==> config.mk <==
export PLATFORM = sky130hd
export DESIGN_NAME = shr64_unit
export DESIGN_NICKNAME = d
export VERILOG_FILES = /design/src/rtl/shr64_pkg.sv /design/src/rtl/shr64_barrel.sv /design/src/rtl/shr64_flags.sv /design/src/rtl/shr64_unit.sv
export SDC_FILE = /design/constraint.sdc
export NUM_CORES = 1
export LEC_CHECK = 0
export BUFFER_PORTS_ARGS = -buffer_cell sky130_fd_sc_hd__buf_2
export CORE_UTILIZATION = 25
export CTS_CLUSTER_DIAMETER = 100
export DETAILED_ROUTE_END_ITERATION = 7
export PLACE_DENSITY = 0.52
export SLEW_MARGIN = 40
export SYNTH_ARGS = -nofsm -noshare
export SYNTH_HDL_FRONTEND = slang
export SYNTH_SLANG_ARGS = --single-unit
==> constraint.sdc <==
create_clock -name clk_i -period 0.8 [get_ports clk_i]
set_input_delay 0.04 -clock clk_i [delete_from_list [all_inputs] [get_ports clk_i]]
set_output_delay 0.04 -clock clk_i [all_outputs]
set_load 0.02 [all_outputs]
==> src/rtl/shr64_pkg.sv <==
package shr64_pkg;
  localparam logic [15:0] OPC_SHR64 = 16'h565B;

  typedef struct packed {
    logic n;
    logic z;
    logic c;
  } flags_t;
endpackage

==> src/rtl/shr64_barrel.sv <==
// Logarithmic right shifter, zero fill
module shr64_barrel #(
  parameter int W  = 65,
  parameter int SW = 6
) (
  input  logic [W-1:0]  d_i,
  input  logic [SW-1:0] amt_i,
  output logic [W-1:0]  q_o
);
  logic [W-1:0] stg [SW+1];

  assign stg[0] = d_i;

  for (genvar i = 0; i < SW; i++) begin : g_stage
    localparam int STEP = 1 << i;
    assign stg[i+1] = amt_i[i] ? (stg[i] >> STEP) : stg[i];
  end

  assign q_o = stg[SW];
endmodule

==> src/rtl/shr64_flags.sv <==
module shr64_flags #(
  parameter int W = 64
) (
  input  logic [W-1:0]     res_i,
  input  logic             cout_i,
  output shr64_pkg::flags_t flg_o
);
  always_comb begin
    flg_o.n = res_i[W-1];
    flg_o.z = ~|res_i;
    flg_o.c = cout_i;
  end
endmodule

==> src/rtl/shr64_unit.sv <==
module shr64_unit #(
  parameter int DATA_W  = 32,
  parameter int CNT_W   = 16,
  parameter int SH_BITS = 6
) (
  input  logic              clk_i,
  input  logic              rst_ni,
  input  logic              valid_i,
  input  logic [15:0]       opcode_i,
  input  logic [DATA_W-1:0] hi_i,
  input  logic [DATA_W-1:0] lo_i,
  input  logic [CNT_W-1:0]  shcnt_i,
  input  logic              rpt_active_i,
  output logic [DATA_W-1:0] hi_o,
  output logic [DATA_W-1:0] lo_o,
  output logic              n_o,
  output logic              z_o,
  output logic              c_o,
  output logic              rpt_clr_o
);
  import shr64_pkg::*;

  localparam int OP_W  = 2 * DATA_W;
  localparam int EXT_W = OP_W + 1;

  logic               fire;
  logic [SH_BITS-1:0] amt;
  logic [EXT_W-1:0]   ext_in, ext_out;
  logic [OP_W-1:0]    res;
  flags_t             flg_nxt;

  assign fire = valid_i && (opcode_i == OPC_SHR64);
  assign amt  = shcnt_i[SH_BITS-1:0];

  // guard bit below LSB catches the last bit out; stays 0 for a zero shift
  assign ext_in = {hi_i, lo_i, 1'b0};

  shr64_barrel #(.W(EXT_W), .SW(SH_BITS)) u_barrel (
    .d_i   (ext_in),
    .amt_i (amt),
    .q_o   (ext_out)
  );

  assign res = ext_out[EXT_W-1:1];

  shr64_flags #(.W(OP_W)) u_flags (
    .res_i  (res),
    .cout_i (ext_out[0]),
    .flg_o  (flg_nxt)
  );

  always_ff @(posedge clk_i or negedge rst_ni) begin
    if (!rst_ni) begin
      hi_o      <= '0;
      lo_o      <= '0;
      n_o       <= 1'b0;
      z_o       <= 1'b0;
      c_o       <= 1'b0;
      rpt_clr_o <= 1'b0;
    end else begin
      rpt_clr_o <= fire && rpt_active_i;
      if (fire) begin
        hi_o <= res[OP_W-1:DATA_W];
        lo_o <= res[DATA_W-1:0];
        n_o  <= flg_nxt.n;
        z_o  <= flg_nxt.z;
        c_o  <= flg_nxt.c;
      end
    end
  end

  p_hold_r1: assert property (@(posedge clk_i) disable iff (!rst_ni)
    !fire |=> ($stable(hi_o) && $stable(lo_o) && $stable(n_o) && $stable(z_o) && $stable(c_o)));

  p_zfill_r3: assert property (@(posedge clk_i) disable iff (!rst_ni)
    (fire && amt != '0) |=> !hi_o[DATA_W-1]);

  p_carry_zero_r4: assert property (@(posedge clk_i) disable iff (!rst_ni)
    (fire && amt == '0) |=> !c_o);

  p_neg_r5: assert property (@(posedge clk_i) disable iff (!rst_ni)
    fire |=> (n_o == hi_o[DATA_W-1]));

  p_zero_r6: assert property (@(posedge clk_i) disable iff (!rst_ni)
    fire |=> (z_o == ({hi_o, lo_o} == '0)));

  p_noshift_r7: assert property (@(posedge clk_i) disable iff (!rst_ni)
    (fire && amt == '0) |=> ({hi_o, lo_o} == $past({hi_i, lo_i})));

  p_rptclr_r8: assert property (@(posedge clk_i) disable iff (!rst_ni)
    rpt_clr_o |-> $past(fire && rpt_active_i));
endmodule

## Yosys cells after proc, flatten, opt, wreduce, memory -nomap -nowiden

Cells that the tools add are included.

| storage, ports and cells | value |
|---|---|
| bits in registers | 68 |
| input port bits | 100 |
| output and inout bits | 68 |

| cells by class | value |
|---|---|
| equal/unequal tests | 1 |
| muxes and demuxes | 6 |
| reduce and logical (&&, ||, !) cells | 4 |

Operators with widths:

| operator | count |
|---|---|
| two-way mux 65 bit | 6 |
| OR reduction 64 bit | 1 |
| == test 16 x 15 -> 1 bit (second input constant) | 1 |
| logical AND 1 bit | 2 |
| zero test 1 bit | 1 |

## Longest topological paths before layout

| depth | value |
|---|---|
| depth after elaboration | 8 |
| mapped depth | 14 |

## Modules after synthesis

From an unflattened synthesis, not the netlist that was laid out.

| second synthesis, totals | value |
|---|---|
| cell total of the unflattened synthesis | 697 |
| area total of the unflattened synthesis | 7,236.9 µm² |

Modules (own cells, without submodules):

| module | instances | cells each | area an instance (µm²) | seq. area each (µm²) |
|---|---|---|---|---|
| shr64_barrel | 1 | 524 | 4,503.1 | 0.0 |
| shr64_unit | 1 | 150 | 2,575.0 | 1,701.6 |
| shr64_flags | 1 | 23 | 158.9 | 0.0 |

## Worst setup path before layout

Ideal clock, no wire load.

| timing | value |
|---|---|
| path type | in2reg |
| from | input port shcnt_i[3] |
| to | register z_o |
| setup time | 0.066 ns |
| arrival | 2.520 ns |
| data required time | 0.734 ns |
| path slack | -1.786 ns |
| stages | 11 |
| path through | buf_2 buf_1 mux4_2 mux2_4 mux2i_4 nand4b_1 a2111o_1 o311ai_1 a31oi_1 nor3_2 a22o_1 |

| between the ends | value |
|---|---|
| longest elaborated chain between the ends | 5 |

RTL lines:

| element | RTL line | RTL |
|---|---|---|
| from (decl) | shr64_unit.sv:12 | `input logic [CNT_W-1:0] shcnt_i,` |
| two-way mux 65 bit (3 in a row) | shr64_barrel.sv:16 | `assign stg[i+1] = amt_i[i] ? (stg[i] >> STEP) : stg[i];` |
| OR reduction 64 bit | shr64_flags.sv:10 | `flg_o.z = ~\|res_i;` |
| zero test 1 bit | shr64_flags.sv:10 |  |
| to (signal assigned) | shr64_unit.sv:66 | `z_o <= flg_nxt.z;` |
| to (decl) | shr64_unit.sv:17 | `output logic z_o,` |

No other way between the ends.
A chain may end at the register's enable or synchronous reset.

## Worst setup path after layout

| timing | value |
|---|---|
| from | input port shcnt_i[1] |
| to | register z_o |

| between the ends | value |
|---|---|
| longest elaborated chain between the ends | 7 |

RTL lines:

| element | RTL line |
|---|---|
| two-way mux 65 bit (5 in a row) | shr64_barrel.sv:16 |
| OR reduction 64 bit | shr64_flags.sv:10 |
| zero test 1 bit | shr64_flags.sv:10 |

No other way between the ends.

==> flow_summary.toml <==
[outcome]
run_status = "finished with violations"
failed_checks = "negative setup slack"

[die]
floorplan.die_area_um2 = 30600
core-area_um2 = 29100
cell_row_count = 62
io_pins = 168
die_h_um = 175
floorplan.initialDensity_pct = 25.7
die_width_um = 175

[logic_synthesis]
synthDistinctLibCells = 69
synth-simple-area-share_pct = 17.3
synthesis.yosys.warnings = 0
syn-instance-count = 816
synth.yosys.seq_area_share_pct = 22.4
synth_compound_gate_area_share_pct = 18.5
post_synth_instance_area_um2 = 7490
largest_family_of_logic_cells_by_synthesized_area = "multiplexers"
synth.net_count = 916
yosys.area_share.adder_pct = 0
xor_xnor_cell_area_share_of_the_yosys_netlist_pct = 0
yosys-mux-area-fraction_pct = 35.9
synth-seq-cells = 67
synth_enable_flop_cells = 0
proportion_of_register_bits_with_asynchronous_set_or_reset_after_synthesis_pct = 100
ys_dominant_reg_cell = "sky130_fd_sc_hd__dfrtp_1"
postSynthAreaPerCell_um2 = 9.18

[sta]
finalCriticalPeriod_ps = 2400
unrepaired_setup_endpoints_after_global_routing = "yes"
fmax_ghz = 0.416
final_min_period_over_clock_period_pct = 301
final_max_slew_viol_count = 0
final.setup.worst_slack_ps = -1600
number_of_hold_violations_in_the_final_report = 0
worstMarginPinSlew_ps = 516
max_slew_margin_pct = 65.2
setup-tns-final_ps = -67280
post_route_skew_ps = 0
finalSetupViolations = 135

[cells_and_area]
fin_area_um2 = 13800
area_added_between_synthesis_and_finish_pct = 84.9
finalCoreUtilization_pct = 47.6
post_route_cells_drive_above_1_share_pct = 65.4
diodes = 0
final_common_cell = "sky130_fd_sc_hd__buf_4"
layout_net_count = 1391
most-common-layout-cells = "sky130_fd_sc_hd__buf_4, sky130_fd_sc_hd__buf_6, sky130_fd_sc_hd__nand2_1"

[clock_tree]
cts.clk_slew.worst_paths_ps = 50
cts_tree = "yes"
h_tree_depth = 3
clock_tree.buffer_depth = 2
insertion_delay_ps = 330
cts_root_buffer = "sky130_fd_sc_hd__clkbuf_16"
tritoncts_num_sinks = 67
numCtsBuffers = 9

[power]
total_power_divided_by_cell_area_nw_per_um2 = 1220
irDropWorstVdd_uv = 1030
pwr-share-clk_pct = 28.9
power_leakage_nw = 6.18
switching_share_pct = 33.8
combinational_share_of_power_pct = 51.0
pwr-share-seq_pct = 20.1
p_int_mw = 11.2
switching_power_mw = 5.69

[routing]
totalWireLength_mm = 36.0
drc = 0
antenna_violating_nets_post_route = 0
via_count = 8927
drtPass1Iterations = 4
viasPerCell = 5.31
drt_first_iter_violations = 690
detail_route.wl_per_cell_um = 21.5

[placed_design]
dpl_worst_slack_ps = -2100
placement.cell_area_um2 = 11100
place.detailed.hpwl_mm = 28.9
io_buffers = 157
routability_congestion_estimate = 0.982

[setup_path]
timing.critical_path.cells = "buf_12 -> buf_12 -> mux4_2 -> mux2_4 -> buf_4 -> mux2i_2 -> nor2_1 -> a2111o_1 -> o311ai_1 -> a31oi_1 -> nor3_2 -> a22o_1"
critPathSlowestCell = "sky130_fd_sc_hd__mux4_2"
worst-path-max-fanout = 8
critPathArrivalTime_ps = 2680
criticalPathCategory = "in -> reg"
crit_family = "multiplexers"
worst_path_most_repeated_cell = "sky130_fd_sc_hd__buf_12"
path_buf_inv = 3
worstSetupStartpointType = "input pin"
critPathRequiredTime_ps = 1070
max_stage_delay_ps = 530
worstSetupEndpointType = "flop"

[grt]
grt_pass1_wl_mm = 54.5
leftover_overflow_at_the_end_of_global_routing = 0
antenna_found_initial = 0
grtUsageTotal_pct = 23.3
grt_start_max_net_pins = 68
grt_pass1_vias = 9078

[min_path]
timing.hold.worst.class = "in -> reg"

[flow_run]
maxCapViolations = 0
power groups by stage:
stage	logic, mW	clock network, mW	registers [mW]
2_1_floorplan	3.29	0	3.45
3_3_place_gp	6.83	0	3.45
3_5_place_dp	6.82	0	3.45
4_1_cts	7.85	4.93	3.39
5_1_grt	8.95	5.08	3.39
6_report	8.59	4.86	3.39
area by class of cell:
| type | instances | area (um^2) |
|---|---|---|
| Tap cell | 384 | 480 |
| Clock inverter | 6 | 138 |
| Timing Repair Buffer | 542 | 4680 |
| Fill cell | 2730 | 15200 |
| Sequential cell | 67 | 1680 |
| Clock buffer | 10 | 229 |
| Multi-Input combinational cell | 665 | 6610 |
| Inverter | 6 | 27.5 |
cells in the mapped netlist (all sizes together) (10+ instances only):
master / instances / area share (%)
a31oi: 10 / 0.84
mux2: 45 / 6.9
o21a: 12 / 1.2
clkbuf: 33 / 1.7
o21ai: 55 / 3.7
nand3: 31 / 2.1
nor2: 79 / 4.0
mux4: 71 / 21
a22o: 12 / 1.4
dfrtp: 67 / 22
buf: 45 / 3.9
o221ai: 15 / 1.8
nor3: 14 / 1.0
mux2i: 53 / 7.6
a21oi: 29 / 1.9
nand2: 130 / 6.5
state kept, by name, summed over array words and instances (netlist names):
| register | flops |
|---|---|
| z_o | 1 |
| lo_o | 32 |
| hi_o | 32 |
| c_o | 1 |
| rpt_clr_o | 1 |
worst reg2reg max path, cell delays in order, from the launching register on:
cell                      delay [ps]
sky130_fd_sc_hd__dfrtp_1         390
sky130_fd_sc_hd__buf_4           140
sky130_fd_sc_hd__mux2_4          250
through the flow:
stage / total power, mW / std cells / hold WS, ps
after floorplan: 6.75 / 816 / -256
after global placement: 10.3 / 1585 / 84.6
after detailed placement: 10.3 / 1585 / 80.5
after CTS: 16.2 / 1649 / 251
after global routing: 17.4 / 1680 / 246
final: 16.8 / 1680 / 226
logic make-up (layout without fill, tap and decap cells):
kind of cell,after synthesis,count (layout)
AOI/OAI and AO/OA,202,202
buffers and inverters,84,564
DFF,67,67
muxes,169,169
and+or+nand+nor,294,294
repair_timing:
item | CTS | global route
buffers inserted | 51 | 36
hold buffers | 2 | 0
endpoints found under the setup margin | 135 | 135
resized for setup | 358 | 105
endpoints found under the hold margin | 68 | 0
gates cloned | 0 | 0
pin swaps | 26 | 29
final timing paths:
path / from / to / slack (ps) / cells past startpoint
worst max-delay path: shcnt_i[1] / z_o / -1600 / 12
min in group asynchronous: rst_ni / lo_o[12] / 260 / 3
worst max register to register: lo_o[0] / lo_o[0] / -90 / 2
max in group asynchronous: rst_ni / lo_o[28] / 230 / 3
worst min register to register: hi_o[26] / hi_o[26] / 490 / 2
worst min-delay path: opcode_i[1] / hi_o[27] / 230 / 6
layer usage:
metal	vias up	share of wire [%]	track usage, %
li1	4106	-	-
met5	-	0	0
met2	362	46	37.2
met1	4385	44	31.9
met3	74	5.1	2.98
met4	0	4.0	9.31
Note: power is estimated with default switching activity, not from simulation.
